### src/rtl/seg_pkg.sv
package seg_pkg;
  typedef enum logic [2:0] {
    ST_IDLE,
    ST_RJCT,
    ST_CALC,
    ST_DIV1,
    ST_DIV2,
    ST_EMIT
  } seg_state_e;
endpackage

### src/rtl/seg_req_check.sv
module seg_req_check #(
  parameter int LEN_W      = 24,
  parameter int ALIGN_BITS = 2
) (
  input  logic [ALIGN_BITS-1:0] addr_lo_i,
  input  logic [LEN_W-1:0]      len_i,
  output logic                  bad_o
);
  logic misaligned, zero_len;
  assign misaligned = |addr_lo_i;
  assign zero_len   = (len_i == '0);
  assign bad_o      = misaligned | zero_len;
endmodule

### src/rtl/seg_div.sv
module seg_div #(
  parameter int W = 25
) (
  input  logic         clk_i,
  input  logic         rst_ni,
  input  logic         start_i,
  input  logic [W-1:0] dividend_i,
  input  logic [W-1:0] divisor_i,
  output logic         done_o,
  output logic [W-1:0] quot_o
);
  localparam int CW = $clog2(W + 1);

  logic [W-1:0]  rem_q, quo_q, den_q;
  logic [CW-1:0] cnt_q;
  logic [W:0]    rem_sh, diff;
  logic          ge;

  assign rem_sh = {rem_q, quo_q[W-1]};
  assign diff   = rem_sh - {1'b0, den_q};
  assign ge     = ~diff[W];

  always_ff @(posedge clk_i or negedge rst_ni) begin
    if (!rst_ni) begin
      rem_q  <= '0;
      quo_q  <= '0;
      den_q  <= '0;
      cnt_q  <= '0;
      done_o <= 1'b0;
    end else if (start_i) begin
      rem_q  <= '0;
      quo_q  <= dividend_i;
      den_q  <= divisor_i;
      cnt_q  <= CW'(W);
      done_o <= 1'b0;
    end else if (cnt_q != '0) begin
      rem_q  <= ge ? diff[W-1:0] : rem_sh[W-1:0];
      quo_q  <= {quo_q[W-2:0], ge};
      cnt_q  <= cnt_q - 1'b1;
      done_o <= (cnt_q == CW'(1));
    end else begin
      done_o <= 1'b0;
    end
  end

  assign quot_o = quo_q;

  AST_DIV_NONZERO: assert property (@(posedge clk_i) disable iff (!rst_ni)
    start_i |-> divisor_i != '0);
  AST_DIV_DONE_PULSE: assert property (@(posedge clk_i) disable iff (!rst_ni)
    done_o |=> !done_o);
endmodule

### src/rtl/seg_splitter.sv
module seg_splitter
  import seg_pkg::*;
#(
  parameter int ADDR_W     = 32,
  parameter int LEN_W      = 24,
  parameter int SEG_W      = 13,
  parameter int ALIGN_BITS = 2
) (
  input  logic              clk_i,
  input  logic              rst_ni,
  input  logic              req_valid_i,
  output logic              req_ready_o,
  input  logic [ADDR_W-1:0] req_addr_i,
  input  logic [LEN_W-1:0]  req_len_i,
  output logic              seg_valid_o,
  input  logic              seg_ready_i,
  output logic [ADDR_W-1:0] seg_addr_o,
  output logic [SEG_W-1:0]  seg_len_o,
  output logic              seg_last_o,
  output logic              err_o
);
  localparam int SEG_MAX = (1 << SEG_W) - 1;
  localparam int A_MASK  = (1 << ALIGN_BITS) - 1;
  localparam int STEP    = SEG_MAX & ~A_MASK;
  localparam int DW      = LEN_W + 1;

  seg_state_e        state_q;
  logic [ADDR_W-1:0] addr_q;
  logic [LEN_W-1:0]  rem_q;
  logic [SEG_W-1:0]  len_q;

  logic              req_bad;
  logic              div_start, div_done;
  logic [DW-1:0]     div_dividend, div_divisor, div_quot;
  logic              fits;

  seg_req_check #(.LEN_W(LEN_W), .ALIGN_BITS(ALIGN_BITS)) u_check (
    .addr_lo_i (req_addr_i[ALIGN_BITS-1:0]),
    .len_i     (req_len_i),
    .bad_o     (req_bad)
  );

  seg_div #(.W(DW)) u_div (
    .clk_i      (clk_i),
    .rst_ni     (rst_ni),
    .start_i    (div_start),
    .dividend_i (div_dividend),
    .divisor_i  (div_divisor),
    .done_o     (div_done),
    .quot_o     (div_quot)
  );

  assign fits = (rem_q <= LEN_W'(SEG_MAX));

  // First pass: ceiling piece count; second pass: piece length.
  always_comb begin
    div_start    = 1'b0;
    div_dividend = {1'b0, rem_q} + DW'(STEP - 1);
    div_divisor  = DW'(STEP);
    if (state_q == ST_CALC && !fits) begin
      div_start = 1'b1;
    end else if (state_q == ST_DIV1 && div_done) begin
      div_start    = 1'b1;
      div_dividend = {1'b0, rem_q};
      div_divisor  = div_quot;
    end
  end

  always_ff @(posedge clk_i or negedge rst_ni) begin
    if (!rst_ni) begin
      state_q <= ST_IDLE;
      addr_q  <= '0;
      rem_q   <= '0;
      len_q   <= '0;
    end else begin
      unique case (state_q)
        ST_IDLE: if (req_valid_i) begin
          if (req_bad) begin
            state_q <= ST_RJCT;
          end else begin
            addr_q  <= req_addr_i;
            rem_q   <= req_len_i;
            state_q <= ST_CALC;
          end
        end
        ST_RJCT: state_q <= ST_IDLE;
        ST_CALC: if (fits) begin
          len_q   <= SEG_W'(rem_q);
          state_q <= ST_EMIT;
        end else begin
          state_q <= ST_DIV1;
        end
        ST_DIV1: if (div_done) state_q <= ST_DIV2;
        ST_DIV2: if (div_done) begin
          len_q   <= SEG_W'(div_quot & ~DW'(A_MASK));
          state_q <= ST_EMIT;
        end
        ST_EMIT: if (seg_ready_i) begin
          addr_q  <= addr_q + ADDR_W'(len_q);
          rem_q   <= rem_q - LEN_W'(len_q);
          state_q <= seg_last_o ? ST_IDLE : ST_CALC;
        end
        default: state_q <= ST_IDLE;
      endcase
    end
  end

  assign req_ready_o = (state_q == ST_IDLE);
  assign seg_valid_o = (state_q == ST_EMIT);
  assign seg_addr_o  = addr_q;
  assign seg_len_o   = len_q;
  assign seg_last_o  = (rem_q == LEN_W'(len_q));
  assign err_o       = (state_q == ST_RJCT);

  AST_SEG_LEN_RANGE: assert property (@(posedge clk_i) disable iff (!rst_ni)
    seg_valid_o |-> (seg_len_o != '0) && (int'(seg_len_o) <= SEG_MAX));
  AST_SEG_LEN_ALIGNED: assert property (@(posedge clk_i) disable iff (!rst_ni)
    (seg_valid_o && !seg_last_o) |-> (seg_len_o[ALIGN_BITS-1:0] == '0));
  AST_ERR_NO_SEG: assert property (@(posedge clk_i) disable iff (!rst_ni)
    err_o |-> !seg_valid_o && !req_ready_o);
  AST_BUSY_NO_REQ: assert property (@(posedge clk_i) disable iff (!rst_ni)
    seg_valid_o |-> !req_ready_o);
  AST_SEG_HOLD: assert property (@(posedge clk_i) disable iff (!rst_ni)
    (seg_valid_o && !seg_ready_i) |=> seg_valid_o && $stable(seg_addr_o)
      && $stable(seg_len_o) && $stable(seg_last_o));
  AST_LAST_ENDS: assert property (@(posedge clk_i) disable iff (!rst_ni)
    (seg_valid_o && seg_ready_i && seg_last_o) |=> !seg_valid_o && req_ready_o);
endmodule

### config.mk
export PLATFORM = sky130hd
export DESIGN_NAME = seg_splitter
export DESIGN_NICKNAME = d
export VERILOG_FILES = /design/src/rtl/seg_pkg.sv /design/src/rtl/seg_req_check.sv /design/src/rtl/seg_div.sv /design/src/rtl/seg_splitter.sv
export SDC_FILE = /design/constraint.sdc
export NUM_CORES = 1
export LEC_CHECK = 0
export BUFFER_PORTS_ARGS = -buffer_cell sky130_fd_sc_hd__buf_2
export CAP_MARGIN = 20
export CORE_ASPECT_RATIO = 0.6
export CORE_UTILIZATION = 50
export CTS_CLUSTER_SIZE = 25
export DETAILED_ROUTE_END_ITERATION = 8
export PLACE_DENSITY_LB_ADDON = 0.08
export SYNTH_ARGS = -nofsm -noshare
export SYNTH_HDL_FRONTEND = slang
export SYNTH_HIERARCHICAL = 1
export SYNTH_SLANG_ARGS = --single-unit
### constraint.sdc
create_clock -name clk_i -period 4 [get_ports clk_i]
set_input_delay 0.2 -clock clk_i [delete_from_list [all_inputs] [get_ports clk_i]]
set_output_delay 0.2 -clock clk_i [all_outputs]
set_load 0.05 [all_outputs]
### After elaboration in Yosys (flattened, before gate mapping)

Index checks and enable logic that the tools add are counted.

* $add $sub $neg: 5
* multiply operators: 0
* divide/modulo/power cells: 0
* magnitude comparators: 1
* eq/ne operators: 13
* shift operators: 0
* muxes and demuxes: 34
* bitwise gates (word level): 2
* reduce and logical (&&, ||, !) cells: 13

Operators by type and width (number)
* 25-bit 2-to-1 mux: 9
* 32-bit 2-to-1 mux: 3
* 24-bit 2-to-1 mux: 3
* 32-bit case mux with 2 select lines: 1
* 24-bit case mux with 2 select lines: 1
* 32-bit by 13-bit adder with 32-bit output: 1
* 13-bit 2-to-1 mux: 2
* 13-bit case mux with 2 select lines: 1
* 26-bit by 25-bit subtractor with 26-bit output: 1
* 24-bit by 13-bit adder with 25-bit output (second input constant): 1
* 24-bit by 13-bit equality test with 1-bit output: 1
* 24-bit by 13-bit <= comparator with 1-bit output (second input constant): 1
* 24-bit zero test: 1
* 24-bit by 13-bit subtractor with 24-bit output: 1
* 3-bit 2-to-1 mux: 5
* 3-bit case mux with 5 select lines: 1
* 5-bit 2-to-1 mux: 2
* 4-bit AND reduction: 2
* 3-bit by 2-bit equality test with 1-bit output (second input constant): 2
* 3-bit equality test (second input constant): 2
* 2-bit by 1-bit inequality test with 1-bit output (second input constant): 3
* 2-bit inequality test (second input constant): 3
* 2-bit nonzero test: 3
* 5-bit by 1-bit equality test with 1-bit output (second input constant): 1
* 12 further kinds: 17

* bits in registers: 153
* latch bits: 0
* RAM bits: 0
* bits in read-only memories: 0
* bits of input ports: 60
* output and inout bits: 49
* word-level logic and storage cells: 77
* memories: 0

### Logic depth before layout (Yosys ltp)

* depth in word-level cells: 5
* depth in mapped cells: 13
* depth with buffers taken out: 12

### Modules after synthesis

Netlist, hierarchy kept.

Modules (own cells, without submodules)
* seg_splitter: times used 1, cells each 730, area each 5791.8 µm², seq. area each 1801.7 µm²
* seg_div: times used 1, cells each 609, area each 5283.8 µm², seq. area each 2026.9 µm²
* seg_req_check: times used 1, cells each 10, area each 62.6 µm², seq. area each 0.0 µm²

### Least setup slack after synthesis

No wires, ideal clock.

* kind: flip-flop to flip-flop
* start: register rem_q[17] (netlist name)
* end: register state_q[1]
* setup time: 0.119 ns
* data arrival time: 3.444 ns
* required time: 3.881 ns
* slack: 0.437 ns
* stages on the path, launching flop included: 10
* buffers on the path: 1
* period minus slack after synthesis: 3.563 ns
* cell sequence: dfrtp_1 > buf_6 > or4_4 > or3_4 > or3_4 > or4_4 > nor4_2 > nor2_1 > o21bai_1 > nand2_1

RTL lines
* end signal, assigned: RTL line seg_splitter.sv:101 `state_q <= seg_last_o ? ST_IDLE : ST_CALC;`
* end, declared: RTL line seg_splitter.sv:27 `seg_state_e state_q;`

==> qor.log <==
qor: status.run_status completed
qor: clocking.cts.path.max_buffers 2
qor: clocking.clock-root-buffer sky130_fd_sc_hd__clkbuf_16
qor: logic_synthesis.synth_fp_nets 1467
qor: placed_design.globalplace.congestion 0.918
qor: grt.grt_first_pass_wirelength 53200 um
qor: layout.mostFrequentLayoutCells sky130_fd_sc_hd__nand2_1, sky130_fd_sc_hd__dfrtp_1, sky130_fd_sc_hd__nor2_1
qor: route.first_pass_iters 6
qor: pwr.power.share.combinational 58.6%
qor: route.drcViolationCount 0
qor: clocking.total_number_of_h_tree_levels 4
qor: clocking.clk_latency 440 ps
qor: layout.layout_commonest_cell sky130_fd_sc_hd__nand2_1
qor: floorplanning.dieArea 0.0229 mm2
qor: layout.drive_gt1_share 14.4%
qor: grt.first_global_vias 9451
qor: sta.tightestPinTransition 1040 ps
qor: logic_synthesis.mappedNetlistArea 0.0111 mm2
qor: floorplanning.placeableCoreArea 0.0214 mm2
qor: sta.final-hold-violation-count 0
qor: worst_setup_path.timing.critical_path.from_type register
qor: worst_setup_path.timing.critical_path.cells or4_4, or3_4, or3_4, or4_4, nor4_2, buf_2
qor: clocking.number_of_buffers_created_by_cts 17
qor: floorplanning.die_width 195 um
qor: layout.design.final.nets 1535
qor: worst_setup_path.max_stage_delay 590 ps
qor: pwr.power.internal 5.91 mW
qor: logic_synthesis.synth.distinct_cells 90
qor: sta.slew-limit-headroom 30.3%
qor: layout.fillCellCount 1981
qor: min_path.hold_removal_path_class primary input to register
qor: logic_synthesis.portion_of_the_post_synthesis_area_used_by_sequential_elements 34.4%
qor: placed_design.io_buffer_count 108
qor: logic_synthesis.synth.avg_cell_area 8.26 um2
qor: route.detailedRoute.firstIterationViolations 1227
qor: worst_setup_path.setup.worst_path.end_class primary output
qor: route.drt.antenna.violating_nets 0
qor: route.dr_total_vias 10498
qor: pwr.vdd_ir_max 0.495 mV
qor: logic_synthesis.post_synthesis_instance_total 1349
qor: route.finalWirelength 33100 um
qor: clocking.clock-sinks 153
qor: grt.antenna_found_initial 0
qor: clocking.cts_tree built
qor: sta.period_minus_slack 3640 ps
qor: logic_synthesis.synth.yosys.warnings 6
qor: logic_synthesis.synth_enable_flop_cells 0
qor: logic_synthesis.synth_ff_type sky130_fd_sc_hd__dfrtp_1
qor: run.max_cap_violations 0
qor: worst_setup_path.critical_path_class register to primary output
qor: worst_setup_path.crit_required 3800 ps
qor: sta.timing.final.setup_violations 0
qor: layout.flow.area_growth_from_synthesis 12.3%
qor: layout.diodes 0
qor: worst_setup_path.crit_fanout 6
qor: pwr.total_power_of_the_final_layout 11.6 mW
qor: worst_setup_path.slowest_stage sky130_fd_sc_hd__or4_4
qor: sta.final_critical_path_share_of_the_clock_period 91.1%
qor: route.detail_route.vias_per_cell 6.15
qor: sta.finClkSkew 9.54 ps
qor: placed_design.hpwl_detailed 23600 um
qor: floorplanning.die_h 118 um
qor: worst_setup_path.cp_data_arrival_time 3440 ps
qor: floorplanning.row_count 41
qor: pwr.clockPowerShare 15.4%
qor: floorplanning.boundaryPins 109
qor: clocking.cts.reportedPaths.clkPinSlew 60 ps
qor: pwr.areal_power_density_over_the_cells 931 mW/mm2
qor: sta.grt_setup_unrepaired false
qor: sta.finalMaxSlewViolations 0
qor: pwr.cellLeakagePower 5.43 nW
qor: pwr.seq_power_share 26.0%
qor: pwr.net-switching-power 5.72 mW
qor: grt.grt_max_degree 82
qor: floorplanning.start_util 51.9%
qor: sta.fmaxAchievable 0.275 GHz
qor: pwr.power.switching_fraction 49.2%
qor: logic_synthesis.post_synth_arst_share 100%
qor: grt.track_usage 29.3%
qor: grt.grt_overflow_total 0
qor: route.route.detailed.wl_per_inst 19.4 um
qor: logic_synthesis.synth_seq_cells 153
qor: sta.fin_setup_tns 0 ps
[layout make-up]
| type | count | area (um2) | share of cell area (%) |
|---|---|---|---|
| Clock inverter | 8 | 170 | 1.36 |
| Tap cell | 279 | 349 | 2.79 |
| Clock buffer | 21 | 460 | 3.68 |
| Sequential cell | 153 | 3830 | 30.6 |
| Timing Repair Buffer | 129 | 749 | 5.99 |
| Inverter | 60 | 225 | 1.80 |
| Multi-Input combinational cell | 1056 | 6720 | 53.7 |
[worst paths after layout]
| path | to | from | cells past startpoint | slack [ps] |
|---|---|---|---|---|
| min reg2reg | seg_addr_o[12] | seg_addr_o[12] | 2 | 520 |
| max in group asynchronous | u_div/den_q[2] | rst_ni | 3 | 2710 |
| min | seg_addr_o[29] | req_addr_i[29] | 3 | 30 |
| max | seg_last_o | rem_q[18] | 6 | 360 |
| min in group asynchronous | seg_len_o[3] | rst_ni | 2 | 400 |
| max reg2reg | u_div/rem_q[1] | rem_q[18] | 9 | 440 |
[kinds of logic (layout without fill, tap and decap cells)]
family | Yosys count | count (layout) | share of synthesized area (%)
buffers and inverters | 140 | 218 | 5.48
adder cells (fa/ha/maj) | 58 | 58 | 6.72
XOR/XNOR | 60 | 60 | 4.72
multiplexers | 37 | 37 | 3.35
AND/OR/NAND/NOR | 514 | 514 | 22.8
AO/OA/AOI/OAI | 387 | 387 | 22.6
flip-flops | 153 | 153 | 34.4
[worst max-delay path: cells and delay by family, from the launching register on]
| kind | cells | cell delay (ps) |
|---|---|---|
| and+or+nand+nor | 5 | 2200 |
| DFF | 1 | 450 |
| buffers and inverters | 1 | 350 |
[power by group through the flow]
| stage | combinational [mW] | sequential, mW | clock [mW] |
|---|---|---|---|
| 3_5_place_dp | 6.65 | 3.02 | 0 |
| 2_1_floorplan | 4.72 | 3.36 | 0 |
| 5_1_grt | 7.49 | 3.11 | 1.88 |
| 4_1_cts | 6.69 | 3.00 | 1.82 |
| 3_3_place_gp | 6.58 | 3.00 | 0 |
| 6_report | 6.82 | 3.02 | 1.79 |
[synth_stat cells (28+ instances only)]
cell type | n | area share [%]
sky130_fd_sc_hd__xor2_1 | 29 | 2.3
sky130_fd_sc_hd__nor2_1 | 125 | 4.2
sky130_fd_sc_hd__nand4_1 | 28 | 1.6
sky130_fd_sc_hd__inv_1 | 60 | 2.0
sky130_fd_sc_hd__clkbuf_1 | 55 | 1.9
sky130_fd_sc_hd__nand3_1 | 46 | 2.1
sky130_fd_sc_hd__xnor2_1 | 31 | 2.4
sky130_fd_sc_hd__ha_1 | 55 | 6.2
sky130_fd_sc_hd__a21oi_1 | 108 | 4.9
sky130_fd_sc_hd__nand2_1 | 157 | 5.3
sky130_fd_sc_hd__dfrtp_1 | 153 | 34
sky130_fd_sc_hd__o21ai_0 | 102 | 4.6
sky130_fd_sc_hd__mux2i_1 | 35 | 3.1
[flip-flops by register name, summed over array words and instances, names as in the netlist]
name	cells
u_div/cnt_q	5
seg_addr_o	32
u_div/quot_o	25
u_div/done_o	1
state_q	3
rem_q	24
seg_len_o	13
u_div/rem_q	25
u_div/den_q	25
[per-stage QoR]
step / instances / cell area, um2 / worst slack, ps / hold WS [ps] / utilization (%)
finish: 1706 / 12500 / 358 / 25.4 / 58.3
floorplan: 1349 / 11100 / 437 / -95.6 / -
global route: 1706 / 12500 / 234 / 31.6 / 58.3
global placement: 1674 / 11800 / 615 / 321 / 55.2
detailed placement: 1674 / 11800 / 483 / 325 / 55.2
CTS: 1706 / 12500 / 354 / 13.0 / 58.3
[metal layers]
metal  GRT usage [%]  wire [um]
met1            48.9      17400
met2            36.6      12400
met3            7.62       3110
met4            4.51        235
met5               0          0
[timing repair]
item                      CTS  global route
hold buffers                3             0
hold endpoints to repair   80             0
resized for setup           0             0
buffers inserted            0             0
(Power assumes the default switching activity.)
